## config.mk

```make
export PLATFORM = sky130hd
export DESIGN_NAME = shared_prescale_timer
export DESIGN_NICKNAME = d
export VERILOG_FILES = /design/src/rtl/shared_prescale_timer.sv
export SDC_FILE = /design/constraint.sdc
export NUM_CORES = 1
export LEC_CHECK = 0
export BUFFER_PORTS_ARGS = -buffer_cell sky130_fd_sc_hd__buf_4
export CORE_MARGIN = 4
export CORE_UTILIZATION = 60
export CTS_CLUSTER_SIZE = 20
export DETAILED_ROUTE_END_ITERATION = 10
export GPL_ROUTABILITY_DRIVEN = 0
export PLACE_DENSITY = 0.9
export SLEW_MARGIN = 20
export SYNTH_ARGS = -nofsm -noshare
export SYNTH_HDL_FRONTEND = slang
export SYNTH_SLANG_ARGS = --single-unit
```

## constraint.sdc

```tcl
create_clock -name clk -period 3.5 [get_ports clk]
set_clock_uncertainty 0.1 [all_clocks]
set_input_delay 0.35 -clock clk [delete_from_list [all_inputs] [get_ports clk]]
set_output_delay 0.35 -clock clk [all_outputs]
set_load 0.02 [all_outputs]
```

## src/rtl/shared_prescale_timer.sv

```systemverilog
module shared_prescale_timer #(
  parameter int DW   = 8,
  parameter int SELW = 3
)(
  input  logic          clk,
  input  logic          rst_n,
  input  logic [1:0]    cyc_div,
  input  logic          wr_en,
  input  logic          wr_sel,
  input  logic [DW-1:0] wr_data,
  input  logic          rd_sel,
  output logic [DW-1:0] rd_data,
  input  logic          ext_clk,
  input  logic          wdt_tick,
  output logic          wdt_timeout,
  output logic          ovf_pulse
);
  localparam int PW = 1 << SELW;
  localparam int OW = SELW + 3;

  logic [2:0]    dcnt;
  logic [OW-1:0] opt;
  logic          pin_q;
  logic [PW-1:0] pre_cnt;
  logic [1:0]    sync;
  logic [1:0]    hold;
  logic [DW-1:0] cnt;

  wire [SELW-1:0] ps       = opt[SELW-1:0];
  wire            pre_wdt  = opt[SELW];
  wire            ext_fall = opt[SELW+1];
  wire            ext_src  = opt[SELW+2];

  wire [2:0] dmask  = 3'((4'd1 << cyc_div) - 4'd1);
  wire       cyc_en = (dcnt & dmask) == dmask;

  wire pin_x   = ext_clk ^ ext_fall;
  wire tmr_evt = ext_src ? (pin_x & ~pin_q) : cyc_en;
  wire pre_evt = pre_wdt ? wdt_tick : tmr_evt;

  wire [PW-1:0] wmask = (PW'(1) << ps) - PW'(1);
  wire [PW-1:0] tmask = {wmask[PW-2:0], 1'b1};
  wire hit_w    = &(pre_cnt | ~wmask);
  wire hit_t    = &(pre_cnt | ~tmask);
  wire pre_fire = pre_evt & (pre_wdt ? hit_w : hit_t);

  wire inc_req  = pre_wdt ? tmr_evt : pre_fire;
  wire wdt_next = pre_wdt ? pre_fire : wdt_tick;
  wire tmr_wr   = wr_en & ~wr_sel;
  wire opt_wr   = wr_en & wr_sel;
  wire do_inc   = sync[1] & (hold == 2'd0);

  assign rd_data = rd_sel ? DW'(opt) : cnt;

  always_ff @(posedge clk or negedge rst_n) begin
    if (!rst_n) begin
      dcnt        <= '0;
      opt         <= '1;
      pin_q       <= 1'b1;
      pre_cnt     <= '0;
      sync        <= '0;
      hold        <= '0;
      cnt         <= '0;
      ovf_pulse   <= 1'b0;
      wdt_timeout <= 1'b0;
    end else begin
      dcnt        <= dcnt + 3'd1;
      pin_q       <= pin_x;
      wdt_timeout <= wdt_next;
      if (opt_wr) opt <= wr_data[OW-1:0];
      if (tmr_wr) begin
        pre_cnt   <= '0;
        sync      <= '0;
        hold      <= 2'd2;
        cnt       <= wr_data;
        ovf_pulse <= 1'b0;
      end else begin
        if (pre_evt) pre_cnt <= pre_cnt + PW'(1);
        sync      <= {sync[0], inc_req};
        if (hold != 2'd0) hold <= hold - 2'd1;
        ovf_pulse <= do_inc && (cnt == '1);
        if (do_inc) cnt <= cnt + DW'(1);
      end
    end
  end
endmodule

```

==> results.txt <==
# placed instances: 221
Slew headroom: 54.8%
Worst Hold Launch: ext_clk
synth top area cells: dfrtp_1 36%, dfstp_2 11%, mux2_2 7.9%
die width: 61.5 um
Gate power share: 25.7%
placed cell area: 0.00192 mm2
fraction of layout cells with a size suffix above 1: 29.1%
Residual DRC: 0
Net Sw Frac: 31.9%
crit path launch type: flop
Worst-Margin Slew: 677 ps
Post-synth EDFFs: 0
full die area: 0.00378 mm2
Root Driver: clkbuf_4
GRT Total Usage: 22.6%
Layout Cells excl Fill: 230
Starting DRT DRC Count: 75
status: finished, final reports clean
Synth area leader: dfrtp_1
peak per-stage delay on the critical path: 570 ps
synthesis-to-finish area growth: 16.8%
Port Buffers: 26
CTS sink count: 32
Synth top area share: 36.4%
largest net degree at the start of global routing: 33
total number of yosys warnings: 0
share of flip-flops with an asynchronous set or reset: 100%
setup_tns: 0 ps
unrepaired setup endpoints after global routing: false
power density over cell area: 522 mW/mm2
Mapped Cells: 171
Initial DRT Pass Iterations: 4
synthesized flop and latch total: 32
initial antenna violation count: 0
CP Data Required Time: 3650 ps
Post-layout nets: 219
Global Route met2 Usage: 36.5%
crit end category: flop
WS Path Type: flop to flop
post-layout instance area: 0.00201 mm2
global route overflow: 0
Final period util: 53.6%
Commonest cells post-synth: 25 x dfrtp_1, 17 x nand2_1, 16 x o21ai_0
Slew Viols, Final: 0
Synth cell types: 40
reg2reg start: opt[5]$_DFFE_PN1P_
Final Setup Violations: 0
worst r2r dst: pre_cnt[7]$_DFFE_PN0P_
Highest Clock Rate: 533 MHz
IO Count: 27
clk_lat worst skew: 340 ps
TritonCTS buffer count: 5
Min Clock Period, post-route: 1870 ps
Post-CTS Setup Inserts: 0
worst-case hold path end point: pin_q$_DFF_PN1_
count leader, synth: dfrtp_1
Slowest-stage cell, CP: dfstp_2
CTS tree: done
Post-CTS Resized: 0
grt met1 use: 27.9%
via count: 1428
Vias/cell: 6.21
Synth Cell Area: 0.00172 mm2
Synth Net Count: 192
MaxCap Viol Count: 0
FF-to-FF setup slack: 1630 ps
Tot Pwr: 0.00105 W
Worst Path Arrival: 2030 ps
cts hold-fix bufs: 1
final hold violation count: 0
FF-to-FF path depth: 4
initial core utilization: 62.3%
Cell Int Power: 0.000713 W
DP HPWL: 2.69 mm
Clk pwr share: 25.8%
crit-path cells: nor2b_1 -> a221oi_2 -> or4b_1 -> a21oi_1
hold depth: 2
ANT nets after route: 0
# rows: 19
Longest Clk Path Bufs: 2
first-pass GRT wire length: 6.16 mm
# diodes: 0
Max FO, Critical Path: 12
htree depth: 2
DRT Wirelength: 3.78 mm
GR peak layer: met2
Die Y: 61.5 um
Clock Pin Slew Worst Setup and Hold Paths: 100 ps
syn_area_per_cell: 10.0 um2
Final Core Density: 72.7%
Seq/Total Area, Yosys: 47.1%
Leakage Power: 0.869 nW
Seq pwr share: 48.5%
vias in the first global route: 1332
Core ar.: 0.00276 mm2
Switch Pwr: 0.000334 W
worst min path class: input port to flop
VDD IR max: 0.501 mV
drt wl/cell: 16.4 um
Synth Flop Type: dfrtp_1
met3 Use GR: 7.13%
[layout by cell type, fill, tap and decap left out, drive strengths merged, types with 2 or more instances in the layout]
| cell type | instances |
|---|---|
| dfstp | 7 |
| dfrtp | 25 |
| xor2 | 6 |
| o21ai | 18 |
| buf | 27 |
| nand2b | 3 |
| o22ai | 2 |
| a21oi | 11 |
| and2 | 2 |
| inv | 6 |
| nand4 | 7 |
| or3 | 3 |
| nor2 | 8 |
| clkbuf | 6 |
| ha | 4 |
| nand2 | 17 |
| nand3 | 4 |
| xnor2 | 4 |
| mux2 | 12 |
| o31ai | 3 |
| mux2i | 2 |
| nor2b | 6 |
[cell families after synthesis]
kind of cell | synth area share [%]
compound gates | 15.7
xor+xnor | 5.54
fa+ha+maj | 2.91
buf+inv | 3.64
flops | 47.1
mux | 9.03
simple gates | 16.0
[flip-flops by register name (all words and copies together), names as in the netlist]
name	cells
cnt	8
pre_cnt	8
opt	6
dcnt	3
hold	2
sync	2
ovf_pulse	1
pin_q	1
wdt_timeout	1
[routing by layer]
metal	vias to the layer above	wire length (um)
met5	-	0
met3	9	220
met1	703	1560
met4	0	83
li1	669	-
met2	47	1910
[power groups by stage]
| stage | clock network (W) | logic, W | registers, W |
|---|---|---|---|
| 2_1_floorplan | 0 | 0.000193 | 0.000491 |
| 3_3_place_gp | 0 | 0.000248 | 0.000505 |
| 3_5_place_dp | 0 | 0.000268 | 0.000511 |
| 4_1_cts | 0.000276 | 0.000270 | 0.000505 |
| 5_1_grt | 0.000297 | 0.000301 | 0.000516 |
| 6_report | 0.000271 | 0.000269 | 0.000508 |
[worst max-delay path, delay by kind of cell, from the launching register on]
kind             cells  cell delay (ps)
AND/OR/NAND/NOR      2              760
flip-flops           1              570
AO/OA/AOI/OAI        2              350
[stage by stage]
stage	setup WS, ps	hold WS [ps]
after detailed placement	1630	208
after floorplan	1850	-45.6
after global placement	1740	202
final	1630	110
after CTS	1620	103
after global routing	1470	101
[worst max path at each step]
stage                        from                      to  slack, ps
5_1_grt        opt[5]$_DFFE_PN1P_  pre_cnt[7]$_DFFE_PN0P_       1470
4_1_cts        opt[5]$_DFFE_PN1P_  pre_cnt[7]$_DFFE_PN0P_       1620
2_1_floorplan  opt[5]$_DFFE_PN1P_  pre_cnt[6]$_DFFE_PN0P_       1850
3_3_place_gp   opt[5]$_DFFE_PN1P_  pre_cnt[6]$_DFFE_PN0P_       1740
3_5_place_dp           cyc_div[1]  pre_cnt[1]$_DFFE_PN0P_       1630
6_report       opt[5]$_DFFE_PN1P_  pre_cnt[7]$_DFFE_PN0P_       1630
[final cells by class]
class | instances | area (um2)
tap | 31 | 38.8
clock buffer | 6 | 41.3
timing repair buffer | 28 | 213
clock inverter | 2 | 35.0
sequential | 32 | 810
multi-input combinational | 125 | 846
fill | 202 | 752
inverter | 6 | 22.5
Power figures use the tool's default switching activity.
